===== src/rtl/rsr_pkg.sv =====
package rsr_pkg;
  typedef enum logic [2:0] {
    ST_IDLE, ST_ACQ, ST_HIBYTE, ST_GAP, ST_LOBYTE, ST_SETUP
  } rsr_state_e;

  localparam int BYTE_W   = 8;
  localparam int RESULT_W = 16;
  localparam int MLS_W    = 8;
endpackage


===== src/rtl/rsr_req_filter.sv =====
module rsr_req_filter #(
  parameter int MIN_CYC = 6000
) (
  input  logic clk,
  input  logic rst_n,
  input  logic req_n,
  output logic req_low,
  output logic fire
);
  localparam int CW = $clog2(MIN_CYC + 1);
  logic s1, s2;
  logic [CW-1:0] cnt;

  always_ff @(posedge clk or negedge rst_n) begin
    if (!rst_n) begin
      s1  <= 1'b1;
      s2  <= 1'b1;
      cnt <= '0;
    end else begin
      s1 <= req_n;
      s2 <= s1;
      if (s2) cnt <= '0;
      else if (cnt != CW'(MIN_CYC)) cnt <= cnt + 1'b1;
    end
  end

  assign req_low = ~s2;
  assign fire    = ~s2 && (cnt == CW'(MIN_CYC - 1));

  assert_single_fire_R2: assert property (@(posedge clk) disable iff (!rst_n)
    fire |=> !fire);
endmodule


===== src/rtl/rsr_gap_timer.sv =====
module rsr_gap_timer #(
  parameter int TICK_CYC = 167,
  parameter int MLS_W    = 8
) (
  input  logic             clk,
  input  logic             rst_n,
  input  logic             start,
  input  logic [MLS_W-1:0] mls,
  output logic             busy,
  output logic             done
);
  localparam int TW = MLS_W + 3;
  localparam int PW = $clog2(TICK_CYC + 1);
  logic [TW-1:0] total, tcnt;
  logic [PW-1:0] pre;

  assign total = TW'(10) + {1'b0, mls, 2'b00};
  assign done  = busy && (pre == PW'(TICK_CYC - 1)) && (tcnt == total - 1'b1);

  always_ff @(posedge clk or negedge rst_n) begin
    if (!rst_n) begin
      busy <= 1'b0;
      pre  <= '0;
      tcnt <= '0;
    end else if (start) begin
      busy <= 1'b1;
      pre  <= '0;
      tcnt <= '0;
    end else if (busy) begin
      if (pre == PW'(TICK_CYC - 1)) begin
        pre <= '0;
        if (tcnt == total - 1'b1) busy <= 1'b0;
        else tcnt <= tcnt + 1'b1;
      end else begin
        pre <= pre + 1'b1;
      end
    end
  end

  assert_gap_bounded_R6: assert property (@(posedge clk) disable iff (!rst_n)
    busy |-> (tcnt < total));
endmodule


===== src/rtl/rsr_byte_tx.sv =====
module rsr_byte_tx #(
  parameter int DIV_W    = 16,
  parameter int MIN_HALF = 2500
) (
  input  logic             clk,
  input  logic             rst_n,
  input  logic             start,
  input  logic [7:0]       byte_in,
  input  logic [DIV_W-1:0] half_div,
  output logic             busy,
  output logic             done,
  output logic             sck_lvl,
  output logic             sdo
);
  localparam int EDGES = 16;
  logic [DIV_W-1:0] half_eff, hcnt;
  logic [4:0]       ecnt;
  logic [7:0]       sh;
  logic             tick;

  assign half_eff = (half_div < DIV_W'(MIN_HALF)) ? DIV_W'(MIN_HALF) : half_div;
  assign tick     = busy && (hcnt == half_eff - 1'b1);
  assign done     = tick && (ecnt == 5'(EDGES));

  always_ff @(posedge clk or negedge rst_n) begin
    if (!rst_n) begin
      busy <= 1'b0; hcnt <= '0; ecnt <= '0;
      sck_lvl <= 1'b0; sh <= '0; sdo <= 1'b0;
    end else if (start) begin
      busy <= 1'b1; hcnt <= '0; ecnt <= '0;
      sck_lvl <= 1'b0; sh <= byte_in; sdo <= 1'b0;
    end else if (busy) begin
      if (tick) begin
        hcnt <= '0;
        if (ecnt == 5'(EDGES)) begin
          busy <= 1'b0;
        end else begin
          sck_lvl <= ~sck_lvl;
          if (!ecnt[0]) begin
            sdo <= sh[7];
            sh  <= {sh[6:0], 1'b0};
          end
          ecnt <= ecnt + 1'b1;
        end
      end else begin
        hcnt <= hcnt + 1'b1;
      end
    end
  end

  assert_sck_rests_R8: assert property (@(posedge clk) disable iff (!rst_n)
    !busy |-> !sck_lvl);
  assert_data_on_leading_R8: assert property (@(posedge clk) disable iff (!rst_n)
    (busy && !start && $past(busy) && !$stable(sdo)) |-> sck_lvl);
endmodule


===== src/rtl/req_spi_sender.sv =====
module req_spi_sender
  import rsr_pkg::*;
#(
  parameter int REQ_MIN_CYC  = 6000,
  parameter int GAP_TICK_CYC = 167,
  parameter int MIN_HALF_CYC = 2500,
  parameter int DIV_W        = 16
) (
  input  logic             clk,
  input  logic             rst_n,
  input  logic             req_n,
  input  logic             cfg_cpol,
  input  logic [7:0]       cfg_mls,
  input  logic [DIV_W-1:0] cfg_half_div,
  output logic             meas_start,
  input  logic             res_valid,
  output logic             res_ready,
  input  logic [15:0]      res_data,
  output logic             setup_mode,
  output logic             sck,
  output logic             sdo,
  output logic             sdo_oe,
  output logic             drdy_n,
  output logic             drdy_oe
);
  rsr_state_e state;
  logic req_low, fire, accept, tx_start, tx_busy, tx_done, sck_lvl;
  logic gap_busy, gap_done, gap_start;
  logic [BYTE_W-1:0] lo_q, tx_byte;

  rsr_req_filter #(.MIN_CYC(REQ_MIN_CYC)) i_filt (
    .clk(clk), .rst_n(rst_n), .req_n(req_n), .req_low(req_low), .fire(fire));

  assign accept    = (state == ST_ACQ) && res_valid;
  assign tx_start  = (accept && !req_low) || ((state == ST_GAP) && gap_done);
  assign tx_byte   = (state == ST_ACQ) ? res_data[15:8] : lo_q;
  assign gap_start = (state == ST_HIBYTE) && tx_done;

  rsr_byte_tx #(.DIV_W(DIV_W), .MIN_HALF(MIN_HALF_CYC)) i_tx (
    .clk(clk), .rst_n(rst_n), .start(tx_start), .byte_in(tx_byte),
    .half_div(cfg_half_div), .busy(tx_busy), .done(tx_done),
    .sck_lvl(sck_lvl), .sdo(sdo));

  rsr_gap_timer #(.TICK_CYC(GAP_TICK_CYC), .MLS_W(MLS_W)) i_gap (
    .clk(clk), .rst_n(rst_n), .start(gap_start), .mls(cfg_mls),
    .busy(gap_busy), .done(gap_done));

  always_ff @(posedge clk or negedge rst_n) begin
    if (!rst_n) begin
      state      <= ST_IDLE;
      meas_start <= 1'b0;
      setup_mode <= 1'b0;
      lo_q       <= '0;
    end else begin
      meas_start <= (state == ST_IDLE) && fire;
      case (state)
        ST_IDLE:   if (fire) state <= ST_ACQ;
        ST_ACQ:    if (accept) begin
                     lo_q <= res_data[7:0];
                     if (req_low) begin
                       state      <= ST_SETUP;
                       setup_mode <= 1'b1;
                     end else begin
                       state <= ST_HIBYTE;
                     end
                   end
        ST_HIBYTE: if (tx_done) state <= ST_GAP;
        ST_GAP:    if (gap_done) state <= ST_LOBYTE;
        ST_LOBYTE: if (tx_done) state <= ST_IDLE;
        default:   state <= ST_SETUP;
      endcase
    end
  end

  assign res_ready = (state == ST_ACQ);
  assign drdy_oe   = (state == ST_HIBYTE) || (state == ST_GAP) || (state == ST_LOBYTE);
  assign drdy_n    = (state == ST_GAP);
  assign sdo_oe    = tx_busy;
  assign sck       = cfg_cpol ^ sck_lvl;

  assert_start_enters_acq_R2: assert property (@(posedge clk) disable iff (!rst_n)
    meas_start |-> (state == ST_ACQ));
  assert_setup_silent_R4: assert property (@(posedge clk) disable iff (!rst_n)
    setup_mode |-> (!drdy_oe && !sdo_oe));
  assert_sdo_inside_frame_R7: assert property (@(posedge clk) disable iff (!rst_n)
    sdo_oe |-> (drdy_oe && !drdy_n));
  assert_gap_drives_high_R6: assert property (@(posedge clk) disable iff (!rst_n)
    gap_busy |-> (drdy_oe && drdy_n));
  assert_no_retrigger_R10: assert property (@(posedge clk) disable iff (!rst_n)
    (state != ST_IDLE) |=> !meas_start || $past(state == ST_IDLE));
endmodule


===== config.mk =====
export PLATFORM = sky130hd
export DESIGN_NAME = req_spi_sender
export DESIGN_NICKNAME = d
export VERILOG_FILES = /design/src/rtl/rsr_pkg.sv /design/src/rtl/rsr_req_filter.sv /design/src/rtl/rsr_gap_timer.sv /design/src/rtl/rsr_byte_tx.sv /design/src/rtl/req_spi_sender.sv
export SDC_FILE = /design/constraint.sdc
export NUM_CORES = 1
export LEC_CHECK = 0
export BUFFER_PORTS_ARGS = -buffer_cell sky130_fd_sc_hd__buf_2
export CAP_MARGIN = 15
export CELL_PAD_IN_SITES_DETAIL_PLACEMENT = 1
export CELL_PAD_IN_SITES_GLOBAL_PLACEMENT = 1
export CORE_ASPECT_RATIO = 0.6
export CORE_MARGIN = 3
export CORE_UTILIZATION = 26
export DETAILED_ROUTE_END_ITERATION = 10
export HOLD_SLACK_MARGIN = 0.1
export PLACE_DENSITY = 0.59
export SKIP_CTS_REPAIR_TIMING = 1
export SLEW_MARGIN = 25
export SYNTH_ARGS = -nofsm -noshare
export SYNTH_HDL_FRONTEND = slang
export SYNTH_HIERARCHICAL = 1
export SYNTH_SLANG_ARGS = --single-unit

===== constraint.sdc =====
create_clock -name clk -period 5.22 [get_ports clk]
set_input_delay 1.566 -clock clk [delete_from_list [all_inputs] [get_ports clk]]
set_output_delay 1.566 -clock clk [all_outputs]
set_load 0.005 [all_outputs]

==> summary.txt, run 1 <==
Outcome: complete, no violations
Post-synthesis cell type count: 93
Worst r2r dst: i_tx/hcnt[15]$_DFFE_PN0N_
Post-Synth Adder-Cell Area: 0.0250
Clock skew: 0.00795 ns
CP cell instances: buf_2, nor4_4, o211ai_2, nand2_2, ha_4, nor4b_4, nand2_1, a221oi_2, xnor2_1, or3b_1, or3_4, nor3_4, nand2b_4, nor3_4, nor2_4, nor2_4, and4_4, mux2_4
CTS sink count: 80
Hold Vio Cnt, Final: 0
Slowest cell delay on critical path: 0.38 ns
Synth Area in Compound Gates: 0.135
# fillers: 2387
Max VDD drop: 0.000186 V
Reg-to-reg slack, setup: 2.03 ns
Post-Syn Nets: 650
Worst Hold Class: flip-flop to flip-flop
Crit share post-route: 0.966
CTS root buf: clkbuf_16
RD Place Congestion: 0.833
CTS Buf Count: 9
First-pass GRT wire length: 26.6 mm
Final min period: 5.04 ns
Post-synth EDFFs: 0
Core Area: 0.0204 mm²
Critical path data required time: 5.43 ns
Finished Cell Area: 0.00676 mm²
CP Class: input port to flip-flop
Multiplexer share of the synthesized area: 0.0609
First-pass DRT Iterations: 4
Die extent in y: 119 µm
Clock Latency Late Sink: 0.33 ns
Post-synthesis simple-gate area fraction: 0.303
CTS tree: built
Initial Util: 0.270
Pleak: 2.85 nW
Cell count after synthesis: 594
Launching element type of the critical path: input port
Via-per-instance ratio: 4.95
Post-synthesis xor/xnor area fraction: 0.0747
Routed wire length: 15.7 mm
Top Ports: 53
Count leader, synth: dfrtp_1
Share of synthesized registers carrying an async set or reset: 1.00
Area of placed instances: 0.00637 mm²
Number of global-route vias before repair: 5119
Tot GR Track Use: 0.139
Crit path max-delay family: simple AND/OR/NAND/NOR gates
Yosys top cell by area: dfrtp_1
R2R Path Start: i_gap/tcnt[8]$_DFFE_PN0P_
Most used DFF post-synth: dfrtp_1
CP endpoint kind: flip-flop
Achievable Freq: 0.198 GHz
Synth top cells by count: 78 x dfrtp_1, 58 x nor2_1, 53 x nand2_1
Final Util: 0.331
Die area: 0.0230 mm²
Iteration-0 DRC Markers: 318
Clock tree buffer depth: 2
Hold slack final: 0.362 ns
DR WL/cell: 16.4 µm
Site Rows: 40
Syn avg cell area: 9.27 µm²
Final HPWL DP: 12.1 mm
Htree depth: 3
Worst Path Buf+Inv: 1
R2R cell count: 12
Max_cap viols: 0
Finish-stage setup viols: 0
Post-synth top area share: 0.354
PwrDens: 302 mW/mm²
Layout cells sized above 1: 0.266
Hold Crit Depth: 0
Hold Path End: i_filt/s2$_DFF_PN1_
Slowest-stage cell, CP: or3_4
# diodes: 0
Final ANT Viol Nets: 0
Largest net degree at the start of global routing: 62
Synth top area cells: dfrtp_1 35%, xor2_1 4.1%, nor2_1 4.0%
Critical path fanouts, max: 7
Synthesis warning total: 6
Worst slew pin tran: 0.820 ns
Die W: 194 µm
Largest family of logic cells by synthesized area: simple AND/OR/NAND/NOR gates
RSZ-0062 raised after global routing: yes
Fin nets: 732
Post-synthesis cell area: 0.00551 mm²
PortBufs: 52
Vias: 4725
Area grow syn2layout: 22.7%
Register clock-pin slew on the reported worst setup and hold paths: 0.06 ns
Seq cells post-synth: 80
CP Data Arrival Time: 5.25 ns
Remaining DRCs: 0
Final Max Slew Viols: 0
Hold wc startpoint: i_filt/s1$_DFF_PN1_
Post-synthesis sequential area ratio: 0.364
Slew headroom: 0.453
Gr ovfl total: 0
Initial antenna violation count: 0
[area by class of cell]
cell class	instances	area (µm²)	area share
clock inverter	5	81.3	0.0120
inverter	19	71.3	0.0106
tap	273	342	0.0505
multi-input combinational	470	3420	0.506
sequential	80	2000	0.297
timing repair buffer	96	609	0.0902
clock buffer	11	233	0.0344
[sequential cells by signal (all words and copies together) (netlist names)]
signal and count:
i_tx/sck_lvl 1, i_filt/s1 1, i_tx/sh 8, lo_q 8, i_filt/cnt 13, i_filt/s2 1, setup_mode 1, i_gap/tcnt 11
state 3, i_gap/busy 1, i_tx/hcnt 16, i_gap/pre 8, i_tx/sdo 1, i_tx/ecnt 5, i_tx/busy 1, meas_start 1
[power breakdown]
group / total, W / switching (W) / internal (W)
logic: 0.000556 / 0.000286 / 0.000269
clock network: 0.000673 / 0.000254 / 0.000419
registers: 0.000810 / 0.0000919 / 0.000718
[worst reg2reg max path: cells and delay by family (launching register included)]
kind / cells / cell delay, ns
AND/OR/NAND/NOR: 7 / 1.59
flip-flops: 1 / 0.46
AO/OA/AOI/OAI: 4 / 0.90
XOR/XNOR: 1 / 0.13
[stage by stage]
step | worst slack (ns) | instances | setup TNS, ns | power [W]
global route | -0.0274 | 954 | -0.0383 | 0.00217
global placement | -0.231 | 937 | -1.96 | 0.00134
detailed placement | -0.322 | 937 | -3.37 | 0.00138
floorplan | -0.0584 | 594 | -0.0841 | 0.00120
CTS | -0.0215 | 953 | -0.0215 | 0.00206
finish | 0.179 | 954 | 0 | 0.00204
[metal layers]
metal,GRT usage,part of all wire
met2,0.219,0.44
met1,0.203,0.53
met3,0.0256,0.020
met4,0.0188,0.0067
met5,0,0
[cells in the final DEF, fill, tap and decap left out, types with 6 or more instances in the layout]
master | synthesis | routed
nand4_1 | 22 | 22
o31ai_1 | 7 | 7
ha_1 | 11 | 10
nand2_1 | 53 | 51
nand3_1 | 16 | 16
nor2b_1 | 18 | 18
o21ai_0 | 16 | 16
nand2b_1 | 13 | 12
mux2_1 | 6 | 6
nor3_1 | 14 | 13
inv_1 | 18 | 18
and3_1 | 6 | 6
o21ai_1 | 6 | 6
dfrtp_1 | 78 | 78
or3_1 | 13 | 12
buf_4 | 1 | 45
xor2_1 | 26 | 26
buf_2 | 9 | 49
mux2_2 | 18 | 18
xnor2_1 | 21 | 20
nor2_1 | 58 | 54
a21oi_1 | 27 | 27
clkbuf_16 | 0 | 9
or4_1 | 6 | 6
[worst max-delay path by stage]
stage	end	cells past startpoint	startpoint
after floorplan	i_gap/tcnt[5]$_DFFE_PN0P_	18	cfg_half_div[4]
after global placement	i_gap/tcnt[5]$_DFFE_PN0P_	18	cfg_half_div[4]
after detailed placement	i_gap/tcnt[5]$_DFFE_PN0P_	18	cfg_half_div[4]
after CTS	i_gap/pre[7]$_DFFE_PN0P_	17	cfg_half_div[4]
after global routing	i_gap/tcnt[5]$_DFFE_PN0P_	18	cfg_half_div[3]
final	i_gap/tcnt[5]$_DFFE_PN0P_	18	cfg_half_div[15]
[kinds of logic after synthesis]
family / count (synthesis)
AOI/OAI and AO/OA: 103
xor gates and xnor gates: 47
adders and majority gates: 11
buffers and inverters: 44
DFF: 80
muxes: 29
and+or+nand+nor: 280
(Power assumes the default switching activity.)
==> run 2, diff against run 1 <==
- PLACE_DENSITY: 0.59 -> 0.53
==> summary.txt, run 2 (same netlist as run 1, synthesis figures left out) <==
Worst slew pin tran: 0.842 ns
Launching element type of the critical path: input port
Clock Latency Late Sink: 0.35 ns
Routed wire length: 16.1 mm
Number of global-route vias before repair: 4992
R2R Path Start: i_gap/pre[0]$_DFFE_PN0P_
Max reg flops: 16
Critical path data required time: 5.45 ns
Hold wc startpoint: i_filt/s1$_DFF_PN1_
Layout cells sized above 1: 0.277
Worst r2r dst: i_tx/hcnt[15]$_DFFE_PN0N_
Hold Path End: i_filt/s2$_DFF_PN1_
RD Place Congestion: 0.804
Largest net degree at the start of global routing: 64
Slew headroom: 0.439
CTS root buf: clkbuf_16
Register clock-pin slew on the reported worst setup and hold paths: 0.07 ns
Iteration-0 DRC Markers: 226
CTS tree: built
Comb power frac: 0.283
CP Class: input port to flip-flop
CTS Buf Count: 9
RSZ-0062 raised after global routing: yes
Area grow syn2layout: 23.8%
Max VDD drop: 0.000171 V
Initial antenna violation count: 0
Core Area: 0.0204 mm²
Outcome: complete, no violations
Final Max Slew Viols: 0
PwrDens: 296 mW/mm²
Switch share: 0.316
Clk pwr share: 0.317
Final HPWL DP: 12.3 mm
Commonest non-fill, non-tap cells in the layout: 78 x dfrtp_1, 56 x buf_4, 55 x nor2_1
Internal Power: 0.00138 W
CP Data Arrival Time: 5.37 ns
# diodes: 0
Tot GR Track Use: 0.144
Die W: 194 µm
Biggest register: i_tx/hcnt
DR WL/cell: 16.7 µm
Max_cap viols: 0
Initial Util: 0.270
Clock skew: 0.0108 ns
Reg-to-reg slack, setup: 1.75 ns
First-pass DRT Iterations: 4
Worst Hold Class: flip-flop to flip-flop
CTS sink count: 80
Hold Crit Depth: 0
CP endpoint kind: flip-flop
Achievable Freq: 0.195 GHz
Site Rows: 40
Final Util: 0.334
Hold Vio Cnt, Final: 0
PortBufs: 52
Top flop regs: i_tx/hcnt x16, i_filt/cnt x13, i_gap/tcnt x11
Area of placed instances: 0.00643 mm²
Remaining DRCs: 0
Total net switching power: 0.000639 W
Die extent in y: 119 µm
Via-per-instance ratio: 4.99
Commonest non-fill, non-tap cell in the layout: dfrtp_1
Final min period: 5.14 ns
Vias: 4818
Gr ovfl total: 0
Fin nets: 745
R2R cell count: 12
Final ANT Viol Nets: 0
# fillers: 2380
Finish-stage setup viols: 0
Flop pwr share: 0.400
Pleak: 2.90 nW
Die area: 0.0230 mm²
Htree depth: 3
Top Ports: 53
First-pass GRT wire length: 27.3 mm
Finished Cell Area: 0.00682 mm²
Critical path fanouts, max: 5
Clock tree buffer depth: 2
Crit share post-route: 0.984
[run 2: changes by cell type in the layout (fill, tap and decap cells not counted), sizes merged]
| cell | delta |
|---|---|
| buf | +13 |
| bufinv | -1 |
| clkbuf | -1 |
| clkinv | -1 |
| clkinvlp | +2 |
[run 2: critical path, stage by stage]
cell and delay [ns]:
buf_8 0.10, nor4_4 0.36, o211ai_2 0.21, nand2_2 0.14, ha_4 0.16, nor3b_1 0.27, buf_4 0.18, xor2_1 0.15
nand4b_1 0.11, o311ai_1 0.11, buf_4 0.19, o21ai_1 0.11, or3_4 0.36, nor3_4 0.20, nand2b_1 0.15, nor3_4 0.14
buf_6 0.15, nor2_4 0.06, nor2_4 0.15, and4_4 0.23, mux2_4 0.29
[run 2: worst max path at each step]
stage | cells after the start | endpoint | from | slack, ns
2_1_floorplan | 18 | i_gap/tcnt[5]$_DFFE_PN0P_ | cfg_half_div[4] | -0.06
3_3_place_gp | 19 | i_gap/tcnt[5]$_DFFE_PN0P_ | cfg_half_div[15] | -0.28
3_5_place_dp | 19 | i_gap/tcnt[5]$_DFFE_PN0P_ | cfg_half_div[15] | -0.41
4_1_cts | 19 | i_gap/tcnt[5]$_DFFE_PN0P_ | cfg_half_div[15] | -0.06
5_1_grt | 19 | i_gap/tcnt[5]$_DFFE_PN0P_ | cfg_half_div[12] | -0.12
6_report | 21 | i_gap/tcnt[5]$_DFFE_PN0P_ | cfg_half_div[12] | 0.08
[run 2: cell type report]
cell class	count	area, µm²	share of cell area
inverters	19	71.3	0.0105
clock inverters	5	57.6	0.00844
repair buffers	109	714	0.105
clock buffers	10	239	0.0351
flip-flops and latches	80	2000	0.294
well taps	273	342	0.0501
multi-input cells	470	3390	0.497
[run 2: per-layer routing]
metal | global-route usage | share of wire
met3 | 0.0299 | 0.030
met1 | 0.225 | 0.54
met5 | 0 | 0
met4 | 0.0233 | 0.0042
met2 | 0.205 | 0.42
[run 2: power groups by stage]
stage | Combinational, W | Clock [W] | Sequential, W
after floorplan | 0.000416 | 0 | 0.000785
after global placement | 0.000559 | 0 | 0.000813
after detailed placement | 0.000577 | 0 | 0.000820
after CTS | 0.000580 | 0.000670 | 0.000809
after global routing | 0.000636 | 0.000702 | 0.000826
final | 0.000571 | 0.000641 | 0.000808
[run 2: stage by stage]
step | std cells | setup TNS [ns] | power [W] | hold WS, ns | worst slack [ns]
after global placement | 946 | -2.34 | 0.00137 | 0.348 | -0.282
final | 966 | 0 | 0.00202 | 0.358 | 0.0840
after global routing | 966 | -0.612 | 0.00216 | 0.365 | -0.121
after detailed placement | 946 | -4.50 | 0.00140 | 0.351 | -0.414
after CTS | 961 | -0.180 | 0.00206 | 0.360 | -0.0551
after floorplan | 594 | -0.0841 | 0.00120 | 0.345 | -0.0584
==> run 3, diff against run 2 <==
- ABC_AREA: default -> 1
- CAP_MARGIN: 15 -> 30
- PLACE_DENSITY: 0.53 -> 0.56
==> summary.txt, run 3 <==
Outcome: complete, no violations
Initial antenna violation count: 0
Synth top cells by count: 273 x nand2_1, 107 x nor2_1, 91 x nand3_1
Final ANT Viol Nets: 0
Gr ovfl total: 0
Crit path max-delay family: simple AND/OR/NAND/NOR gates
Pleak: 3.22 nW
Critical path fanouts, max: 6
Max reg flops: 16
Crit share post-route: 0.892
Fin nets: 940
# diodes: 0
Post-Syn Nets: 883
Finish-stage setup viols: 0
First-pass GRT wire length: 27.9 mm
Site Rows: 40
Tot GR Track Use: 0.146
FF+latch area: 0.00200 mm²
Post-synth top area share: 0.349
Slowest cell delay on critical path: 0.22 ns
Die W: 195 µm
Register clock-pin slew on the reported worst setup and hold paths: 0.06 ns
Largest net degree at the start of global routing: 57
CP Class: input port to flip-flop
Post-synthesis sequential area ratio: 0.358
Share of synthesized registers carrying an async set or reset: 1.00
Slowest-stage cell, CP: nor2_1
# fillers: 2597
Worst Hold Class: flip-flop to flip-flop
Clock skew: 0.00869 ns
Routed wire length: 16.4 mm
Clock Latency Late Sink: 0.35 ns
Seq cells post-synth: 80
Yosys top cell by area: dfrtp_1
Iteration-0 DRC Markers: 234
Post-synthesis cell type count: 41
CP endpoint kind: flip-flop
Most used DFF post-synth: dfrtp_1
Hold Vio Cnt, Final: 0
DR WL/cell: 14.1 µm
Launching element type of the critical path: input port
First-pass DRT Iterations: 4
Initial Util: 0.272
Clock tree buffer depth: 2
PwrDens: 320 mW/mm²
Achievable Freq: 0.215 GHz
Top Ports: 53
Synth top area cells: dfrtp_1 35%, nand2_1 18%, nand3_1 8.1%
Biggest register: i_tx/hcnt
Layout cells sized above 1: 0.141
Htree depth: 3
Area grow syn2layout: 14.7%
RD Place Congestion: 0.782
Die extent in y: 120 µm
Footprint of the multi-input gates: 0.00306 mm²
CTS tree: built
Post-synthesis cell area: 0.00559 mm²
Syn avg cell area: 6.76 µm²
Top flop regs: i_tx/hcnt x16, i_filt/cnt x13, i_gap/tcnt x11
Final Max Slew Viols: 0
Commonest non-fill, non-tap cell in the layout: nand2_1
Final min period: 4.66 ns
CTS sink count: 80
Max_cap viols: 0
Final HPWL DP: 12.9 mm
Total Negative Setup Slacks: 0 ns
Remaining DRCs: 0
Cell count after synthesis: 827
Critical path data required time: 5.49 ns
Die area: 0.0234 mm²
Via-per-instance ratio: 4.55
RSZ-0062 raised after global routing: no
Vias: 5285
CP Data Arrival Time: 4.93 ns
Cell mode on critical path: nor2_1
Number of global-route vias before repair: 5318
Max VDD drop: 0.000166 V
PortBufs: 52
Slew headroom: 0.486
Count leader, synth: nand2_1
CTS Buf Count: 9
Worst slew pin tran: 0.771 ns
Synthesis warning total: 6
Worst Path Buf+Inv: 3
Commonest non-fill, non-tap cells in the layout: 273 x nand2_1, 106 x nor2_1, 91 x nand3_1
Final Power: 0.00206 W
CTS root buf: clkbuf_16
Post-synth EDFFs: 0
Core Area: 0.0206 mm²
run 3: power breakdown:
group          internal [W]  switching [W]  total [W]
registers          0.000725      0.0000973   0.000822
logic              0.000215       0.000387   0.000602
clock network      0.000366       0.000265   0.000631
run 3: per-stage QoR:
| stage | hold slack (ns) | utilization | std cells | setup slack, ns | area (µm²) |
|---|---|---|---|---|---|
| final | 0.364 | 0.312 | 1161 | 0.561 | 6410 |
| after global routing | 0.369 | 0.312 | 1161 | 0.0541 | 6410 |
| after CTS | 0.365 | 0.312 | 1161 | 0.436 | 6410 |
| after detailed placement | 0.352 | 0.298 | 1146 | 0.0771 | 6130 |
| after global placement | 0.355 | 0.298 | 1146 | 0.174 | 6130 |
| after floorplan | 0.345 | - | 827 | 0.770 | 5590 |
run 3: routing by layer:
layer  vias up  global-route usage  part of all wire
li1       2738                   -                 -
met1      2467               0.239              0.58
met2        69               0.192              0.37
met3        11              0.0362             0.039
met4         0              0.0223            0.0062
met5         -                   0                 0
run 3: worst register-to-register path, stage by stage (launching register included):
cell	delay [ns]
dfrtp_1	0.41
inv_1	0.10
ha_1	0.16
nand4_1	0.10
nor4_1	0.41
nand3_1	0.18
nor2_1	0.17
inv_1	0.08
o22ai_1	0.27
nor2_1	0.11
nor2_1	0.14
nand2_1	0.08
nor2_1	0.14
inv_1	0.07
nor2_1	0.22
nand3_1	0.15
nor2_1	0.19
nand2_1	0.07
nor2_1	0.11
xor2_1	0.15
inv_1	0.05
nor2_1	0.09
run 3: worst paths after layout:
| kind | startpoint | endpoint | slack, ns | depth (start not counted) |
|---|---|---|---|---|
| worst max-delay path | cfg_half_div[10] | i_gap/pre[5]$_DFFE_PN0P_ | 0.56 | 25 |
| worst min-delay path | i_filt/s1$_DFF_PN1_ | i_filt/s2$_DFF_PN1_ | 0.36 | 0 |
| worst max register to register | i_gap/pre[0]$_DFFE_PN0P_ | i_tx/hcnt[14]$_DFFE_PN0N_ | 1.69 | 21 |
| worst min register to register | i_filt/s1$_DFF_PN1_ | i_filt/s2$_DFF_PN1_ | 0.36 | 0 |
| max in group asynchronous | rst_n | i_tx/ecnt[2]$_DFFE_PN0P_ | 3.10 | 2 |
| min in group asynchronous | rst_n | i_filt/cnt[10]$_DFFE_PN0P_ | 1.29 | 1 |
run 3: cell families after synthesis:
kind of cell	synth area share
compound gates	0.0409
xor+xnor	0.0439
fa+ha+maj	0.0246
buf+inv	0.0951
flops	0.358
simple gates	0.437
run 3: cell type report:
cell class              count  share of cell area
multi-input cells         631               0.477
clock buffers               9              0.0351
clock inverters             6             0.00956
well taps                 273              0.0532
flip-flops and latches     80               0.312
repair buffers             63              0.0538
inverters                  99              0.0591
